File: src/rtl/noc_la_pkg.sv
package noc_la_pkg;
  typedef enum logic [2:0] {
    PORT_L = 3'd0,
    PORT_N = 3'd1,
    PORT_S = 3'd2,
    PORT_E = 3'd3,
    PORT_W = 3'd4
  } port_e;

  localparam int ROUTE_W  = 3;
  localparam int COORD_W  = 3;
  localparam int TYPE_LSB = 0;
  localparam int PORT_LSB = 2;
  localparam int DSTX_LSB = 5;
  localparam int DSTY_LSB = 8;
  localparam int VC_LSB   = 11;

  // direction along one axis: 0 = none, 1 = positive, 2 = negative
  function automatic logic [1:0] axis_step(input int here, input int dest,
                                           input int size, input bit wrap);
    int fwd;
    if (dest == here) return 2'd0;
    if (!wrap) return (dest > here) ? 2'd1 : 2'd2;
    fwd = (dest - here + size) % size;
    return (2 * fwd <= size) ? 2'd1 : 2'd2;
  endfunction
endpackage

File: src/rtl/noc_la_route.sv
module noc_la_route
  import noc_la_pkg::*;
#(
  parameter int DIM_X  = 5,
  parameter int DIM_Y  = 5,
  parameter int NODE_X = 2,
  parameter int NODE_Y = 2,
  parameter bit TORUS  = 1'b0
) (
  input  logic [2:0]         hop_port,
  input  logic [COORD_W-1:0] dst_x,
  input  logic [COORD_W-1:0] dst_y,
  output logic [2:0]         next_port
);
  always_comb begin
    int hx, hy;
    logic [1:0] sx, sy;
    hx = NODE_X;
    hy = NODE_Y;
    case (hop_port)
      PORT_N:  hy = NODE_Y + 1;
      PORT_S:  hy = NODE_Y - 1;
      PORT_E:  hx = NODE_X + 1;
      PORT_W:  hx = NODE_X - 1;
      default: ;
    endcase
    if (TORUS) begin
      hx = (hx + DIM_X) % DIM_X;
      hy = (hy + DIM_Y) % DIM_Y;
    end
    sx = axis_step(hx, int'(dst_x), DIM_X, TORUS);
    sy = axis_step(hy, int'(dst_y), DIM_Y, TORUS);
    if (hop_port == PORT_L)  next_port = PORT_L;
    else if (sx == 2'd1)     next_port = PORT_E;
    else if (sx == 2'd2)     next_port = PORT_W;
    else if (sy == 2'd1)     next_port = PORT_N;
    else if (sy == 2'd2)     next_port = PORT_S;
    else                     next_port = PORT_L;
  end
endmodule

File: src/rtl/noc_la_fifo.sv
module noc_la_fifo #(
  parameter int DEPTH = 4,
  parameter int W     = 35
) (
  input  logic         clk,
  input  logic         rst_n,
  input  logic         push,
  input  logic [W-1:0] din,
  input  logic         pop,
  output logic [W-1:0] dout,
  output logic         empty,
  output logic         full
);
  localparam int PW = (DEPTH > 1) ? $clog2(DEPTH) : 1;
  localparam int CW = $clog2(DEPTH + 1);

  logic [W-1:0]  mem [DEPTH];
  logic [PW-1:0] wr_p, rd_p;
  logic [CW-1:0] cnt;
  logic          do_push, do_pop;

  assign empty   = (cnt == '0);
  assign full    = (cnt == CW'(DEPTH));
  assign do_push = push && !full;
  assign do_pop  = pop && !empty;
  assign dout    = mem[rd_p];

  function automatic logic [PW-1:0] bump(input logic [PW-1:0] p);
    return (p == PW'(DEPTH - 1)) ? '0 : p + 1'b1;
  endfunction

  always_ff @(posedge clk) begin
    if (do_push) mem[wr_p] <= din;
  end

  always_ff @(posedge clk or negedge rst_n) begin
    if (!rst_n) begin
      wr_p <= '0;
      rd_p <= '0;
      cnt  <= '0;
    end else begin
      if (do_push) wr_p <= bump(wr_p);
      if (do_pop)  rd_p <= bump(rd_p);
      case ({do_push, do_pop})
        2'b10:   cnt <= cnt + 1'b1;
        2'b01:   cnt <= cnt - 1'b1;
        default: ;
      endcase
    end
  end
endmodule

File: src/rtl/noc_la_input_port.sv
module noc_la_input_port
  import noc_la_pkg::*;
#(
  parameter int NUM_VC   = 3,
  parameter int VC_DEPTH = 4,
  parameter int FLIT_W   = 32,
  parameter int DIM_X    = 5,
  parameter int DIM_Y    = 5,
  parameter int NODE_X   = 2,
  parameter int NODE_Y   = 2,
  parameter bit TORUS    = 1'b0,
  localparam int VCW     = (NUM_VC > 1) ? $clog2(NUM_VC) : 1
) (
  input  logic                       clk,
  input  logic                       rst_n,
  input  logic                       in_valid,
  input  logic [FLIT_W-1:0]          in_flit,
  input  logic [NUM_VC-1:0]          deq_grant,
  output logic [NUM_VC-1:0]          vc_valid,
  output logic [NUM_VC*FLIT_W-1:0]   vc_flit,
  output logic [NUM_VC*ROUTE_W-1:0]  vc_route,
  output logic                       credit_valid,
  output logic [VCW-1:0]             credit_vc
);
  localparam int ENTRY_W = FLIT_W + ROUTE_W;

  logic                is_head;
  logic [VCW-1:0]      head_vc, pkt_vc, wr_vc;
  logic [ROUTE_W-1:0]  head_route, pkt_route, wr_route;
  logic [NUM_VC-1:0]   q_empty, q_full, q_pop;

  assign is_head = in_flit[TYPE_LSB];
  assign head_vc = in_flit[VC_LSB +: VCW];

  noc_la_route #(
    .DIM_X(DIM_X), .DIM_Y(DIM_Y), .NODE_X(NODE_X), .NODE_Y(NODE_Y), .TORUS(TORUS)
  ) u_route (
    .hop_port (in_flit[PORT_LSB +: 3]),
    .dst_x    (in_flit[DSTX_LSB +: COORD_W]),
    .dst_y    (in_flit[DSTY_LSB +: COORD_W]),
    .next_port(head_route)
  );

  assign wr_vc    = is_head ? head_vc : pkt_vc;
  assign wr_route = is_head ? head_route : pkt_route;

  // packet context for body and tail flits
  always_ff @(posedge clk or negedge rst_n) begin
    if (!rst_n) begin
      pkt_vc    <= '0;
      pkt_route <= '0;
    end else if (in_valid && is_head) begin
      pkt_vc    <= head_vc;
      pkt_route <= head_route;
    end
  end

  for (genvar v = 0; v < NUM_VC; v++) begin : g_vc
    logic [ENTRY_W-1:0] q_out;
    assign q_pop[v] = deq_grant[v] && !q_empty[v];

    noc_la_fifo #(.DEPTH(VC_DEPTH), .W(ENTRY_W)) u_q (
      .clk  (clk),
      .rst_n(rst_n),
      .push (in_valid && (wr_vc == VCW'(v))),
      .din  ({wr_route, in_flit}),
      .pop  (q_pop[v]),
      .dout (q_out),
      .empty(q_empty[v]),
      .full (q_full[v])
    );

    assign vc_valid[v]                       = !q_empty[v];
    assign vc_flit[v*FLIT_W +: FLIT_W]       = q_out[FLIT_W-1:0];
    assign vc_route[v*ROUTE_W +: ROUTE_W]    = q_out[FLIT_W +: ROUTE_W];
  end

  logic [VCW-1:0] pop_idx;
  always_comb begin
    pop_idx = '0;
    for (int v = NUM_VC - 1; v >= 0; v--) begin
      if (q_pop[v]) pop_idx = VCW'(v);
    end
  end

  always_ff @(posedge clk or negedge rst_n) begin
    if (!rst_n) begin
      credit_valid <= 1'b0;
      credit_vc    <= '0;
    end else begin
      credit_valid <= |q_pop;
      credit_vc    <= pop_idx;
    end
  end
endmodule

File: config.mk
export PLATFORM = sky130hd
export DESIGN_NAME = noc_la_input_port
export DESIGN_NICKNAME = d
export VERILOG_FILES = /design/src/rtl/noc_la_pkg.sv /design/src/rtl/noc_la_route.sv /design/src/rtl/noc_la_fifo.sv /design/src/rtl/noc_la_input_port.sv
export SDC_FILE = /design/constraint.sdc
export NUM_CORES = 1
export LEC_CHECK = 0
export BUFFER_PORTS_ARGS = -buffer_cell sky130_fd_sc_hd__buf_2
export CORE_ASPECT_RATIO = 1.25
export CORE_MARGIN = 10
export CORE_UTILIZATION = 45
export DETAILED_ROUTE_END_ITERATION = 10
export SLEW_MARGIN = 15
export SYNTH_ARGS = -nofsm -noshare
export SYNTH_HDL_FRONTEND = slang
export SYNTH_SLANG_ARGS = --single-unit
File: constraint.sdc
create_clock -name clk -period 3.33 [get_ports clk]
set_input_delay 0.4995 -clock clk [delete_from_list [all_inputs] [get_ports clk]]
set_output_delay 0.4995 -clock clk [all_outputs]
set_load 0.1 [all_outputs]
==> results_dict.tcl, run 1 <==
set metrics [dict create \
    async_reset_ff_share_pct 6.46 \
    worstPathCellList "mux4_2 -> buf_2" \
    core_area_sq_mm 0.0373 \
    area_growth_pct 18.7 \
    final_nets 982 \
    port_buffers 148 \
    cp.arrival_ns 2.55 \
    clock-root-buffer "clkbuf_16" \
    synthTopCellsByArea "edfxtp_1, mux4_2, dfrtp_1, ha_1, inv_1" \
    worst_pin_slew_ns 0.851 \
    slew_headroom_pct 43.3 \
    first_global_vias 8585 \
    synth_top_area_cell "edfxtp_1" \
    ys_seq_area_share_pct 78.6 \
    cts_tree "yes" \
    setup_tns_ns 0 \
    totalWireLength_mm 36.4 \
    layout-drive-gt1-share_pct 40.0 \
    drv_cap 0 \
    grt_max_degree 39 \
    synth_top_area_share_pct 74.3 \
    path_max_fanout 38 \
    vias_per_cell 5.35 \
    end_kind "output port" \
    grt_pass1_wl_mm 55.1 \
    fin_util_pct 54.1 \
    die_y_um 237 \
    min_period_ns 3.05 \
    dr.first_iter.drc_count 557 \
    start_kind "flip-flop" \
    synth_cell_types 40 \
    final-setup-viol-count 0 \
    die_area_sq_mm 0.0459 \
    antenna_found_initial 1 \
    final_cell_area_sq_mm 0.0201 \
    dpl.hpwl_mm 22.4 \
    synth_flop_cell "edfxtp_1" \
    syn_area_sq_mm 0.0170 \
    max_freq_mhz 328 \
    antennaDiodeCount 0 \
    placed_cell_area_sq_mm 0.0186 \
    worstSkewPairLatency_ns 0.56 \
    hold_viol_final 2 \
    clk_pin_slew_worst_paths_ns 0.06 \
    synth_warnings 0 \
    fin_skew_ns 0.0166 \
    die_width_um 194 \
    mostFrequentLayoutCells "edfxtp_1, buf_2, mux4_2" \
    outcome "finished with violations" \
    htreeDepth 2 \
    avgSynthCellArea_sq_um 23.4 \
    synth_edf_count 420 \
    place.gp.congestion 0.730 \
    io_pins 149 \
    violations "negative hold slack" \
    post_cts_buffers 0 \
    crit_slowest_cell "dfrtp_4" \
    clkSinkCount 449 \
    hold_buffers 0 \
    final.period_utilization_pct 91.5 \
    cp.required_ns 2.83 \
    rows 79 \
    rsz0062_at_grt "false" \
    ys_ff_latch 449 \
    hold_path_class "in2async" \
    cts_max_path_buffers 3 \
    final_antenna_net_count 0 \
    crit_family "flip-flops" \
    worstSetupPathType "reg2out" \
    slew_violations 0 \
    hold_ws_ns -0.00217 \
    grt.total_usage_pct 15.9 \
    drc 0 \
    syn-num-nets 790 \
    vias 7696 \
    cpPeakStageDelay_ns 0.98 \
    numCtsBuffers 44 \
    start_util_pct 45.6 \
    n_fill_cell 2825 \
    drt-pass1-iter-count 4 \
    grt_overflow 0 \
    final_common_cell "edfxtp_1" \
    cp_num_buf_inv 1 \
    wire_per_inst_um 25.3 \
    syn_inst 727 \
    cts_resized 0 \
]
==> cells in the mapped netlist, types with 5 or more instances <==
master / instances
inv_1: 26
and2_1: 8
buf_2: 15
nand2_1: 11
mux2i_1: 5
edfxtp_1: 420
ha_1: 22
mux4_2: 105
nor3_1: 6
mux2_2: 8
dfrtp_1: 29
xor2_1: 6
nor2_1: 10
clkbuf_1: 8
==> sequential cells by signal, indices dropped and copies added, names as in the netlist <==
register,flops
g_vc.u_q.rd_p,6
credit_vc,2
g_vc.u_q.mem,420
g_vc.u_q.wr_p,6
credit_valid,1
g_vc.u_q.cnt,9
pkt_route,3
pkt_vc,2
==> path summary, 6_finish.rpt <==
check | endpoint | startpoint | slack [ns] | cells past startpoint
max reg2reg | g_vc[2].u_q.cnt[2] | pkt_vc[0] | 1.02 | 10
min reg2reg | pkt_route[2] | pkt_route[2] | 0.48 | 2
max | vc_flit[36] | g_vc[1].u_q.rd_p[0] | 0.28 | 2
min in group clk | g_vc[0].u_q.mem[3][17] | in_flit[17] | 0.27 | 1
min | g_vc[0].u_q.cnt[1] | rst_n | -0.002 | 1
max in group asynchronous | g_vc[2].u_q.rd_p[0] | rst_n | 2.79 | 1
==> kinds of logic (layout without fill, tap and decap cells) <==
family / after synthesis / count (layout) / share of synthesized area [%]
and+or+nand+nor: 56 / 56 / 1.86
DFF: 449 / 449 / 78.6
xor gates and xnor gates: 10 / 10 / 0.516
AOI/OAI and AO/OA: 16 / 16 / 0.877
buffers and inverters: 51 / 277 / 1.28
adders and majority gates: 25 / 25 / 1.98
muxes: 120 / 120 / 14.9
==> layout make-up <==
cell class | instances | area, sq um | area share [%]
inverters | 26 | 97.6 | 0.484
multi-input cells | 227 | 3430 | 17.0
well taps | 486 | 608 | 3.02
repair buffers | 171 | 1080 | 5.34
clock inverters | 32 | 444 | 2.20
flip-flops and latches | 449 | 13400 | 66.3
clock buffers | 48 | 1140 | 5.64
==> layer usage <==
layer / part of all wire, % / routed length (um) / GRT usage [%] / vias to the layer above
li1: - / - / - / 3385
met1: 41 / 14900 / 19.9 / 4088
met4: 1.4 / 501 / 3.69 / 0
met5: 0 / 0 / 0 / -
met2: 53 / 19300 / 28.3 / 184
met3: 4.7 / 1690 / 2.72 / 39
==> per-stage QoR <==
stage | std cells | worst slack (ns)
floorplan | 727 | 0.693
global placement | 1359 | 0.598
detailed placement | 1359 | 0.538
CTS | 1439 | 0.187
global route | 1439 | 0.117
finish | 1439 | 0.283
Power of run 1 is left out: the tool's default activity adds up to more than one toggle a clock period on the data nets, which glitch-free logic cannot reach.
==> run 2, diff against run 1 <==
Settings changed: CORE_UTILIZATION 45 to 50, PLACE_DENSITY from default to 0.77.
Clock period 3.33 ns to 3.44 ns, I/O delays scaled along.
==> results_dict.tcl, run 2 (same netlist as run 1, synthesis figures left out) <==
set metrics [dict create \
    totalWireLength_mm 35.9 \
    dpl.hpwl_mm 22.2 \
    rows 75 \
    end_kind "output port" \
    cts_resized 0 \
    worstPathCellList "buf_4 -> mux4_2 -> buf_2" \
    final_nets 981 \
    slew_headroom_pct 35.4 \
    min_period_ns 3.11 \
    htreeDepth 2 \
    drv_cap 0 \
    grt.total_usage_pct 17.4 \
    placed_cell_area_sq_mm 0.0185 \
    final-setup-viol-count 0 \
    final_common_cell "edfxtp_1" \
    hold_viol_final 0 \
    cp.required_ns 2.92 \
    max_freq_mhz 321 \
    grt_max_degree 39 \
    crit_family "flip-flops" \
    final_antenna_net_count 0 \
    vias 7924 \
    setup_tns_ns 0 \
    fin_util_pct 58.7 \
    hold_path_class "in2async" \
    clock-root-buffer "clkbuf_16" \
    die_area_sq_mm 0.0418 \
    worstSkewPairLatency_ns 0.54 \
    fin_skew_ns 0.0145 \
    final.period_utilization_pct 90.5 \
    outcome "completed" \
    first_global_vias 8500 \
    vias_per_cell 5.78 \
    io_pins 149 \
    cp_num_buf_inv 2 \
    core_area_sq_mm 0.0336 \
    numCtsBuffers 42 \
    slew_violations 0 \
    drt-pass1-iter-count 5 \
    place.gp.congestion 0.758 \
    die_y_um 226 \
    port_buffers 148 \
    hold_buffers 0 \
    worstSetupPathType "reg2out" \
    wire_per_inst_um 26.2 \
    rrSetupSlack_ns 1.14 \
    worst_pin_slew_ns 0.969 \
    rsz0062_at_grt "false" \
    hold_ws_ns 0.0233 \
    die_width_um 185 \
    final_cell_area_sq_mm 0.0197 \
    cts_max_path_buffers 3 \
    layout-drive-gt1-share_pct 38.5 \
    mostFrequentLayoutCells "edfxtp_1, buf_2, mux4_2" \
    drc 0 \
    dr.first_iter.drc_count 589 \
    antennaDiodeCount 0 \
    clk_pin_slew_worst_paths_ns 0.07 \
    cpPeakStageDelay_ns 0.89 \
    start_util_pct 50.5 \
    top_register "g_vc.u_q.mem" \
    start_kind "flip-flop" \
    grt_pass1_wl_mm 53.7 \
    clkSinkCount 449 \
    antenna_found_initial 1 \
    post_cts_buffers 0 \
    cp.arrival_ns 2.60 \
    grt_overflow 0 \
    cts_tree "yes" \
    largest_reg_flops 420 \
    reg.largest.list "g_vc.u_q.mem x420, g_vc.u_q.cnt x9" \
    crit_slowest_cell "dfrtp_2" \
    path_max_fanout 27 \
    area_growth_pct 16.2 \
]
-- run 2: cell count changes in the layout (fill, tap and decap cells not counted), sizes merged --
cell,before,now
clkbuf,48,54
clkinv,16,14
inv,28,29
clkinvlp,4,0
bufinv,10,2
buf,171,172
-- run 2: layout make-up --
type	instances	area (sq um)
clock inverter	19	146
sequential	449	13400
fill	2374	13900
timing repair buffer	172	1060
multi-input combinational	227	3430
tap	423	529
inverter	26	97.6
clock buffer	54	1120
-- run 2: worst paths after layout --
path | from | endpoint | depth (start not counted)
max in group asynchronous | rst_n | g_vc[1].u_q.rd_p[0] | 1
hold reg to reg | g_vc[0].u_q.cnt[2] | g_vc[0].u_q.cnt[2] | 1
hold / removal | rst_n | g_vc[2].u_q.wr_p[1] | 1
setup / recovery | g_vc[1].u_q.rd_p[1] | vc_route[4] | 3
setup reg to reg | pkt_vc[0] | g_vc[2].u_q.mem[2][24] | 5
min in group clk | deq_grant[0] | credit_valid | 3
-- run 2: per-layer routing --
| layer | part of all wire [%] | global-route usage (%) | vias up |
|---|---|---|---|
| li1 | - | - | 3386 |
| met1 | 39 | 22.2 | 4187 |
| met2 | 52 | 29.9 | 290 |
| met3 | 6.1 | 3.14 | 61 |
| met4 | 2.1 | 4.91 | 0 |
| met5 | 0 | 0 | - |
-- run 2: metrics by stage --
step | cells | setup slack (ns)
floorplan | 727 | 0.803
global placement | 1297 | 0.789
detailed placement | 1297 | 0.716
CTS | 1370 | 0.287
global route | 1370 | 0.236
finish | 1370 | 0.326
Power of run 2 is left out for the same reason.
